===== config.mk =====
export PLATFORM = sky130hd
export DESIGN_NAME = dntimer_chan
export DESIGN_NICKNAME = d
export VERILOG_FILES = /design/src/rtl/dntimer_pkg.sv /design/src/rtl/dntimer_prescale.sv /design/src/rtl/dntimer_core.sv /design/src/rtl/dntimer_regs.sv /design/src/rtl/dntimer_chan.sv
export SDC_FILE = /design/constraint.sdc
export NUM_CORES = 1
export LEC_CHECK = 0
export ABC_AREA = 1
export BUFFER_PORTS_ARGS = -buffer_cell sky130_fd_sc_hd__buf_2
export CAP_MARGIN = 20
export CELL_PAD_IN_SITES_DETAIL_PLACEMENT = 1
export CELL_PAD_IN_SITES_GLOBAL_PLACEMENT = 1
export CORE_ASPECT_RATIO = 0.9
export CORE_MARGIN = 2
export CORE_UTILIZATION = 39
export CTS_CLUSTER_SIZE = 8
export DETAILED_ROUTE_END_ITERATION = 10
export GPL_ROUTABILITY_DRIVEN = 0
export GPL_TIMING_DRIVEN = 0
export PLACE_DENSITY_LB_ADDON = 0.15
export SLEW_MARGIN = 20
export SYNTH_ARGS = -nofsm -noshare
export SYNTH_HDL_FRONTEND = slang
export SYNTH_SLANG_ARGS = --single-unit

===== constraint.sdc =====
create_clock -name clk_i -period 2.03 [get_ports clk_i]
set_clock_uncertainty 0.1 [all_clocks]
set_input_delay 0 -clock clk_i [delete_from_list [all_inputs] [get_ports clk_i]]
set_output_delay 0 -clock clk_i [all_outputs]
set_load 0.1 [all_outputs]

===== src/rtl/dntimer_pkg.sv =====
package dntimer_pkg;
  localparam int unsigned WIDX_RELOAD = 0;
  localparam int unsigned WIDX_COUNT  = 1;
  localparam int unsigned WIDX_CTRL   = 2;
  localparam int unsigned WIDX_CAPT   = 3;

  localparam int unsigned CTRL_W      = 8;  // stored control bits
  localparam int unsigned BIT_IE      = 5;
  localparam int unsigned BIT_UF      = 8;

  localparam int unsigned PSC_SEL_W   = 3;
  localparam int unsigned PSC_NUM     = 5;  // legal divisors
  localparam int unsigned PSC_BASE_LG = 2;  // smallest divisor = 4
  localparam int unsigned PSC_STEP_LG = 2;  // ratio between divisors = 4

  typedef struct packed {
    logic [1:0] icap_mode;
    logic       uf_ie;
    logic [1:0] clk_edge;
    logic [2:0] psc_sel;
  } ctrl_t;
endpackage


===== src/rtl/dntimer_prescale.sv =====
module dntimer_prescale
  import dntimer_pkg::*;
#(
  parameter int unsigned NUM_DIV = PSC_NUM,
  parameter int unsigned BASE_LG = PSC_BASE_LG,
  parameter int unsigned STEP_LG = PSC_STEP_LG,
  parameter int unsigned SEL_W   = PSC_SEL_W
) (
  input  logic             clk_i,
  input  logic             rst_ni,
  input  logic             run_i,
  input  logic             restart_i,
  input  logic [SEL_W-1:0] sel_i,
  output logic             tick_o
);
  localparam int unsigned CNT_W = BASE_LG + STEP_LG * (NUM_DIV - 1);

  logic [CNT_W-1:0]   cnt_q;
  logic [NUM_DIV-1:0] hit;
  logic               sel_ok;

  assign sel_ok = (32'(sel_i) < NUM_DIV);

  for (genvar g = 0; g < NUM_DIV; g++) begin : g_div
    localparam logic [CNT_W-1:0] LAST = CNT_W'((64'd1 << (BASE_LG + STEP_LG * g)) - 64'd1);
    assign hit[g] = (sel_i == SEL_W'(g)) && (cnt_q == LAST);
  end

  assign tick_o = run_i && sel_ok && (|hit);

  always_ff @(posedge clk_i or negedge rst_ni) begin
    if (!rst_ni) begin
      cnt_q <= '0;
    end else if (!run_i || restart_i || !sel_ok || tick_o) begin
      cnt_q <= '0;
    end else begin
      cnt_q <= cnt_q + 1'b1;
    end
  end
endmodule


===== src/rtl/dntimer_core.sv =====
module dntimer_core #(
  parameter int unsigned DW = 32
) (
  input  logic          clk_i,
  input  logic          rst_ni,
  input  logic          tick_i,
  input  logic          cnt_we_i,
  input  logic          rld_we_i,
  input  logic          flag_clr_i,
  input  logic [DW-1:0] wdata_i,
  output logic [DW-1:0] cnt_o,
  output logic [DW-1:0] rld_o,
  output logic          flag_o
);
  logic [DW-1:0] cnt_q, rld_q;
  logic          flag_q, uf;

  assign uf = tick_i && (cnt_q == '0);

  always_ff @(posedge clk_i or negedge rst_ni) begin
    if (!rst_ni) begin
      cnt_q  <= '1;
      rld_q  <= '1;
      flag_q <= 1'b0;
    end else begin
      if (rld_we_i) rld_q <= wdata_i;
      if (cnt_we_i)    cnt_q <= wdata_i;
      else if (uf)     cnt_q <= rld_q;
      else if (tick_i) cnt_q <= cnt_q - 1'b1;
      // a fresh underflow outranks an acknowledge on the same edge
      if (uf)              flag_q <= 1'b1;
      else if (flag_clr_i) flag_q <= 1'b0;
    end
  end

  assign cnt_o  = cnt_q;
  assign rld_o  = rld_q;
  assign flag_o = flag_q;
endmodule


===== src/rtl/dntimer_regs.sv =====
module dntimer_regs
  import dntimer_pkg::*;
#(
  parameter int unsigned DW       = 32,
  parameter bit          HAS_CAPT = 1'b1
) (
  input  logic          clk_i,
  input  logic          rst_ni,
  input  logic          req_i,
  input  logic          we_i,
  input  logic [1:0]    widx_i,
  input  logic [DW-1:0] wdata_i,
  input  logic [DW-1:0] cnt_i,
  input  logic [DW-1:0] rld_i,
  input  logic          flag_i,
  output ctrl_t         ctrl_o,
  output logic          ctrl_wr_o,
  output logic          cnt_we_o,
  output logic          rld_we_o,
  output logic          flag_clr_o,
  output logic [DW-1:0] rdata_o
);
  logic          wr;
  ctrl_t         ctrl_q;
  logic [DW-1:0] capt_rd;

  assign wr         = req_i && we_i;
  assign rld_we_o   = wr && (widx_i == 2'(WIDX_RELOAD));
  assign cnt_we_o   = wr && (widx_i == 2'(WIDX_COUNT));
  assign ctrl_wr_o  = wr && (widx_i == 2'(WIDX_CTRL));
  assign flag_clr_o = ctrl_wr_o && !wdata_i[BIT_UF];

  always_ff @(posedge clk_i or negedge rst_ni) begin
    if (!rst_ni)        ctrl_q <= '0;
    else if (ctrl_wr_o) ctrl_q <= ctrl_t'(wdata_i[CTRL_W-1:0]);
  end

  if (HAS_CAPT) begin : g_capt
    logic [DW-1:0] capt_q;
    always_ff @(posedge clk_i or negedge rst_ni) begin
      if (!rst_ni) capt_q <= '0;
      else if (wr && (widx_i == 2'(WIDX_CAPT))) capt_q <= wdata_i;
    end
    assign capt_rd = capt_q;
  end else begin : g_nocapt
    assign capt_rd = '0;
  end

  always_comb begin
    unique case (widx_i)
      2'(WIDX_RELOAD): rdata_o = rld_i;
      2'(WIDX_COUNT):  rdata_o = cnt_i;
      2'(WIDX_CTRL):   rdata_o = DW'({flag_i, ctrl_q});
      default:         rdata_o = capt_rd;
    endcase
  end

  assign ctrl_o = ctrl_q;
endmodule


===== src/rtl/dntimer_chan.sv =====
module dntimer_chan
  import dntimer_pkg::*;
#(
  parameter int unsigned DW       = 32,
  parameter int unsigned ADDR_W   = 4,
  parameter bit          HAS_CAPT = 1'b1
) (
  input  logic              clk_i,
  input  logic              rst_ni,
  input  logic              run_i,
  input  logic              req_i,
  input  logic              we_i,
  input  logic [ADDR_W-1:0] addr_i,
  input  logic [DW-1:0]     wdata_i,
  output logic [DW-1:0]     rdata_o,
  output logic              irq_o
);
  ctrl_t         ctrl_val;
  logic          ctrl_wr, cnt_we, rld_we, flag_clr, tick, flag;
  logic [DW-1:0] cnt_val, rld_val;
  logic [1:0]    unused_addr_lo;

  assign unused_addr_lo = addr_i[1:0];

  dntimer_regs #(.DW(DW), .HAS_CAPT(HAS_CAPT)) u_regs (
    .clk_i, .rst_ni, .req_i, .we_i,
    .widx_i     (addr_i[3:2]),
    .wdata_i,
    .cnt_i      (cnt_val),
    .rld_i      (rld_val),
    .flag_i     (flag),
    .ctrl_o     (ctrl_val),
    .ctrl_wr_o  (ctrl_wr),
    .cnt_we_o   (cnt_we),
    .rld_we_o   (rld_we),
    .flag_clr_o (flag_clr),
    .rdata_o
  );

  dntimer_prescale u_psc (
    .clk_i, .rst_ni, .run_i,
    .restart_i (ctrl_wr),
    .sel_i     (ctrl_val.psc_sel),
    .tick_o    (tick)
  );

  dntimer_core #(.DW(DW)) u_core (
    .clk_i, .rst_ni,
    .tick_i     (tick),
    .cnt_we_i   (cnt_we),
    .rld_we_i   (rld_we),
    .flag_clr_i (flag_clr),
    .wdata_i,
    .cnt_o      (cnt_val),
    .rld_o      (rld_val),
    .flag_o     (flag)
  );

  assign irq_o = flag && ctrl_val.uf_ie;
endmodule


After elaboration in Yosys (flattened, before gate mapping)
Index checks and enable logic that the tools add are counted.
{"block": "totals", "register_bits": 115, "elab_cells": 58, "in_bits": 41, "output_inout_bits": 33}
{"block": "classes", "n_eq_ne": 12, "n_mux": 7, "order_cmp": 1, "add_sub_neg": 2, "n_reduce_logical": 27}
{"operator": "$mux W32", "n": 3}
{"operator": "$pmux W32 S3", "n": 1}
{"operator": "$logic_not A32 Y1", "n": 1}
{"operator": "$sub A32 B1 Y32 const B", "n": 1}
{"operator": "$logic_and A1 B1 Y1", "n": 15}
{"operator": "$add A10 B1 Y10 const B", "n": 1}
{"operator": "$eq A10 B10 Y1 const B", "n": 1}
{"operator": "$eq A10 B2 Y1 const B", "n": 1}
{"operator": "$eq A10 B4 Y1 const B", "n": 1}
{"operator": "$eq A10 B6 Y1 const B", "n": 1}
{"operator": "$eq A10 B8 Y1 const B", "n": 1}
{"operator": "$mux W10", "n": 1}
{"operator": "$eq A3 B2 Y1 const B", "n": 2}
{"operator": "$reduce_or A5 Y1", "n": 1}
{"operator": "$eq A2 B2 Y1 const B", "n": 2}
{"operator": "$eq A3 B1 Y1 const B", "n": 1}
{"operator": "$eq A3 B3 Y1 const B", "n": 1}
{"operator": "$logic_not A1 Y1", "n": 3}
{"operator": "$logic_not A3 Y1", "n": 1}
{"operator": "$logic_or A1 B1 Y1", "n": 3}
{"operator": "$lt A3 B3 Y1 const B", "n": 1}
{"operator": "$reduce_bool A3 Y1", "n": 1}
{"operator": "$eq A2 B1 Y1 const B", "n": 1}
{"operator": "$logic_not A2 Y1", "n": 1}
{"operator": "2 further kinds", "n": 3}

Longest topological paths before layout
{"block": "logic_depth", "word_depth": 7, "ltp_mapped": 13, "depth_no_buf": 12}

Hierarchy
A second synthesis with hierarchy kept.
{"block": "hier_totals", "cells_unflattened": 953, "hier_area_um2": 6940.4}
{"module": "dntimer_core", "area_each_um2": 4021.4, "seq_area_each_um2": 1706.6, "instances": 1, "cells_each": 551}
{"module": "dntimer_regs", "area_each_um2": 2228.4, "seq_area_each_um2": 1001.0, "instances": 1, "cells_each": 307}
{"module": "dntimer_prescale", "area_each_um2": 683.2, "seq_area_each_um2": 250.2, "instances": 1, "cells_each": 93}
{"module": "dntimer_chan", "area_each_um2": 7.5, "seq_area_each_um2": 0.0, "instances": 1, "cells_each": 2}

Worst setup path after synthesis
OpenSTA, ideal clock, no wires.
{"block": "synth_timing", "kind": "input -> output", "startpoint": "input addr_i[2]", "endpoint": "output rdata_o[0]", "required_ns": 1.930, "path_buffers": 2, "arrival_ns": 2.541, "stages": 4, "path_slack_ns": -0.611, "path_cell_list": "buf_2 nand2_1 clkbuf_1 o21ai_0"}
{"block": "synth_between", "elab_chain_len": 2, "word_cells_on_any_way": 4, "cone_classes": "eq/ne (2); mux (1); reduce/logical (1)"}
{"element": "start: declaration", "line_no": "dntimer_chan.sv:13", "source": "input logic [ADDR_W-1:0] addr_i,"}
{"element": "$eq A2 B2 Y1 (tied with other cells)", "line_no": "dntimer_regs.sv:50", "source": "unique case (widx_i)"}
{"element": "$pmux W32 S3 (*)", "line_no": "dntimer_regs.sv:50"}
{"element": "end: declaration", "line_no": "dntimer_chan.sv:15", "source": "output logic [DW-1:0] rdata_o,"}
Every way passes the cells marked *; elsewhere a longest branch is shown, timed or not.

Worst setup path in the final report
{"block": "layout_timing", "startpoint": "register u_psc.cnt_q[0]", "endpoint": "register u_core.cnt_q[28], in the netlist u_core.cnt_o[28]"}
{"block": "layout_between", "elab_chain_len": 7, "word_cells_on_any_way": 16, "cone_classes": "eq/ne (5); mux (2); reduce/logical (9)"}
{"element": "start: declaration", "line_no": "dntimer_prescale.sv:18", "source": "logic [CNT_W-1:0] cnt_q;"}
{"element": "start signal: assignment", "line_no": "dntimer_prescale.sv:37", "source": "cnt_q <= cnt_q + 1'b1;"}
{"element": "$eq A10 B2 Y1 (tied with other cells)", "line_no": "dntimer_prescale.sv:26", "source": "assign hit[g] = (sel_i == SEL_W'(g)) && (cnt_q == LAST);"}
{"element": "$logic_and A1 B1 Y1", "line_no": "dntimer_prescale.sv:26"}
{"element": "$reduce_or A5 Y1 (*)", "line_no": "dntimer_prescale.sv:29", "source": "assign tick_o = run_i && sel_ok && (|hit);"}
{"element": "$logic_and A1 B1 Y1 (*)", "line_no": "dntimer_prescale.sv:29"}
{"element": "$logic_and A1 B1 Y1", "line_no": "dntimer_core.sv:18", "source": "assign uf = tick_i && (cnt_q == '0);"}
{"element": "$mux W32", "line_no": "dntimer_core.sv:28", "source": "else if (uf) cnt_q <= rld_q;"}
{"element": "$mux W32", "line_no": "dntimer_core.sv:27", "source": "if (cnt_we_i) cnt_q <= wdata_i;"}
{"element": "end signal: assignment", "line_no": "dntimer_core.sv:27"}
{"element": "end signal: assignment", "line_no": "dntimer_core.sv:28"}
{"element": "end signal: assignment", "line_no": "dntimer_core.sv:29", "source": "else if (tick_i) cnt_q <= cnt_q - 1'b1;"}
{"element": "end: declaration", "line_no": "dntimer_core.sv:15", "source": "logic [DW-1:0] cnt_q, rld_q;"}
Marked as above.
A chain may end at the register's enable or synchronous reset.

==> impl_metrics.toml <==
[routing]
drcViolationCount = 0
first_iter_violations = 460
routed-wl-met2_um = 12670
top_layer = "met4"
first_pass_iters = 5
num_vias = 7054
wl_met3_um = 1166
wirelength_met1_um = 12530
totalWireLength_um = 26860
final_antenna_net_count = 0
vias_per_cell = 5.233
wl_per_cell_um = 19.93

[synth]
synth_nets = 993
avgSynthCellArea_um2 = 7.231
synth_seq_area_share_pct = 43.06
synth_warnings = 0
synth-seq-cells = 115
synth_cell_types = 33
syn_area_um2 = 6869
postSynthCellCount = 950

[hold_path]
hold_start = "we_i"
worstHoldPathCells = 5
min_path_type = "input pin to register"
min_delay_worst_endpoint = "u_regs.capt_rd[7]"

[cts]
cts.reportedPaths.clkPinSlew_ps = 60
cts_inserted_buffers = 17
root_buffer = "clkbuf_16"
clockBufferDepth = 2
htreeDepth = 4
tritoncts = "yes"
clkSinkCount = 115
clkLatencyLatePin_ps = 420

[floorplanning]
io_pins = 74
num_rows = 46
die-area_um2 = 18690
die_x_um = 143.9
start_util_pct = 39.39
die_height_um = 129.9
coreArea_um2 = 17440

[timing]
rsz0062_at_grt = "yes"
finalSetupTns_ps = 0
finalCritPeriodShare_pct = 97.89
slew-limit-headroom_pct = 24.96
min_period_ps = 1987
finalHoldViolCount = 0
setup_viol = 0
finalMaxSlewViolations = 0
hold_slack_ps = 66.74
fmaxAchievable_mhz = 503.2
setup_ws_ps = 42.82
tightest_slew_ps = 1126

[place]
placed_area_um2 = 7679
hpwlAfterDp_um = 17340
dp_worst_setup_slack_ps = -480.8
portBuffers = 70

[setup_path]
crit_type = "register to register"
path_cells = "ha_4 -> nand2_4 -> nor2_4 -> nand3_2 -> nand2_2 -> nand3_4 -> nand2_8 -> nand3_4 -> clkinv_4 -> buf_12 -> nand3_1 -> nand3_1"
crit_path_end_kind = "register"
rr_startpoint = "u_psc.cnt_q[0]"
arrival_ps = 2250
crit_fanout = 7
r2r-end = "u_core.cnt_o[28]"
crit_path_top_delay_cell = "dfrtp_1"
r2r_cells = 12
path_buf_inv = 2
slowest_delay_ps = 390
startpoint_type = "register"
cp_top_family = "simple AND/OR/NAND/NOR gates"
worstPathRequired_ps = 2290
r2r_slack_ps = 40

[global_route]
grt_pass1_wl_um = 39980
grt_usage_pct = 28.81
grt_max_degree = 75
antenna_found_initial = 0
grt_pass1_vias = 7030
overflow = 0

[layout]
drive_gt1_share_pct = 27.08
diodes = 0
fin_nets = 1138
utilization_pct = 53.48
syn_to_final_growth_pct = 35.77
fillers = 2188
final_area_um2 = 9326

[pwr]
p_per_area_nw_per_um2 = 1247
ir_drop_v = 0.0006899
power_leakage_uw = 0.004389

[run]
maxCapViolCount = 0

[run_status]
outcome = "finished, final reports clean"
==> through the flow <==
| step | total power, µW | instances |
|---|---|---|
| floorplan | 6765 | 950 |
| global placement | 7646 | 1260 |
| detailed placement | 7742 | 1261 |
| CTS | 11280 | 1337 |
| global route | 12210 | 1348 |
| finish | 11630 | 1348 |
==> layer usage <==
layer,track usage (%),vias to the layer above
met1,40.39,3513
met4,6.863,0
met3,5.358,42
li1,-,3312
met5,0,-
met2,46.47,187
==> power by group <==
part	total (µW)	switching (µW)	internal [µW]
Sequential	3750	585	3170
Clock	3340	1160	2180
Combinational	4540	3260	1280
==> tightest hold or removal path, delay by kind of cell <==
kind / cells / cell delay, ps
AO/OA/AOI/OAI: 1 / 70
buffers and inverters: 1 / 90
AND/OR/NAND/NOR: 3 / 370
==> registers in the layout, summed over array words and instances, names as in the netlist <==
| name | cells |
|---|---|
| u_core.cnt_o | 32 |
| u_core.rld_o | 32 |
| u_regs.capt_rd | 32 |
| u_psc.cnt_q | 10 |
| u_regs.ctrl_o | 8 |
| u_core.flag_o | 1 |
==> cells in the mapped netlist (all sizes together) <==
library cell  number  share of area, %
o22ai              3              0.27
buf               14              0.98
ha                 2              0.36
o2111ai            1              0.13
dfrtp             51                19
nor3               7              0.67
xnor2              1              0.13
o221ai            22               2.8
o21ai             58               4.2
nor2             121               7.1
clkbuf            23               1.3
a221oi             5              0.64
a21oi             20               1.5
nand3             77               6.3
mux2              13               2.1
dfstp             64                24
o21a               1              0.11
xor2              26               3.3
nand4             17               1.5
inv              142               7.8
nand2            281                16
clkinv             1              0.13
==> placed cells by master (no fill, tap or decap), drive strengths merged, types with 5 or more instances in the layout <==
cell type    count
o221ai          22
nor2           121
dfrtp           51
dlygate4sd3     34
xor2            26
nand2          281
nand3           78
nor3             7
clkbuf          52
dfstp           64
o21ai           58
clkinv           5
inv            141
a221oi           5
nand4           17
mux2            13
a21oi           20
buf             99
==> how the worst max path moves through the flow <==
stage	cells past startpoint	slack, ps	start	end
6_report	12	40	u_psc.cnt_q[0]	u_core.cnt_o[28]
5_1_grt	12	-90	u_psc.cnt_q[0]	u_core.cnt_o[28]
4_1_cts	6	-100	addr_i[2]	rdata_o[4]
3_5_place_dp	11	-480	u_core.cnt_o[0]	u_core.cnt_o[12]
3_3_place_gp	1	-740	rst_ni	u_regs.capt_rd[24]
2_1_floorplan	4	-610	addr_i[2]	rdata_o[0]
==> kinds of logic (layout without fill, tap and decap cells) <==
kind of cell	Yosys count	after routing	share of synthesized area, %
buf+inv	180	337	10.13
xor+xnor	27	27	3.443
mux	13	13	2.131
fa+ha+maj	2	2	0.3642
compound gates	110	110	9.636
flops	115	115	43.06
simple gates	503	504	31.24
==> timing repair <==
action                     CTS  global route
hold endpoints to repair   179             0
setup buffers                9             8
cloned                       1             3
pin swaps                    7            42
hold buffers                34             0
setup endpoints to repair   70            73
resized for setup           36            92
==> cell type report <==
type	instances	area, µm²	share of cell area (%)
buffer	37	230.2	2.468
tap	240	300.3	3.220
timing repair buffer	125	963.4	10.33
sequential	115	2958	31.71
inverter	143	556.8	5.970
clock inverter	9	150.1	1.610
multi-input combinational	656	3680	39.46
clock buffer	23	488.0	5.232
Power figures use the tool's default switching activity.
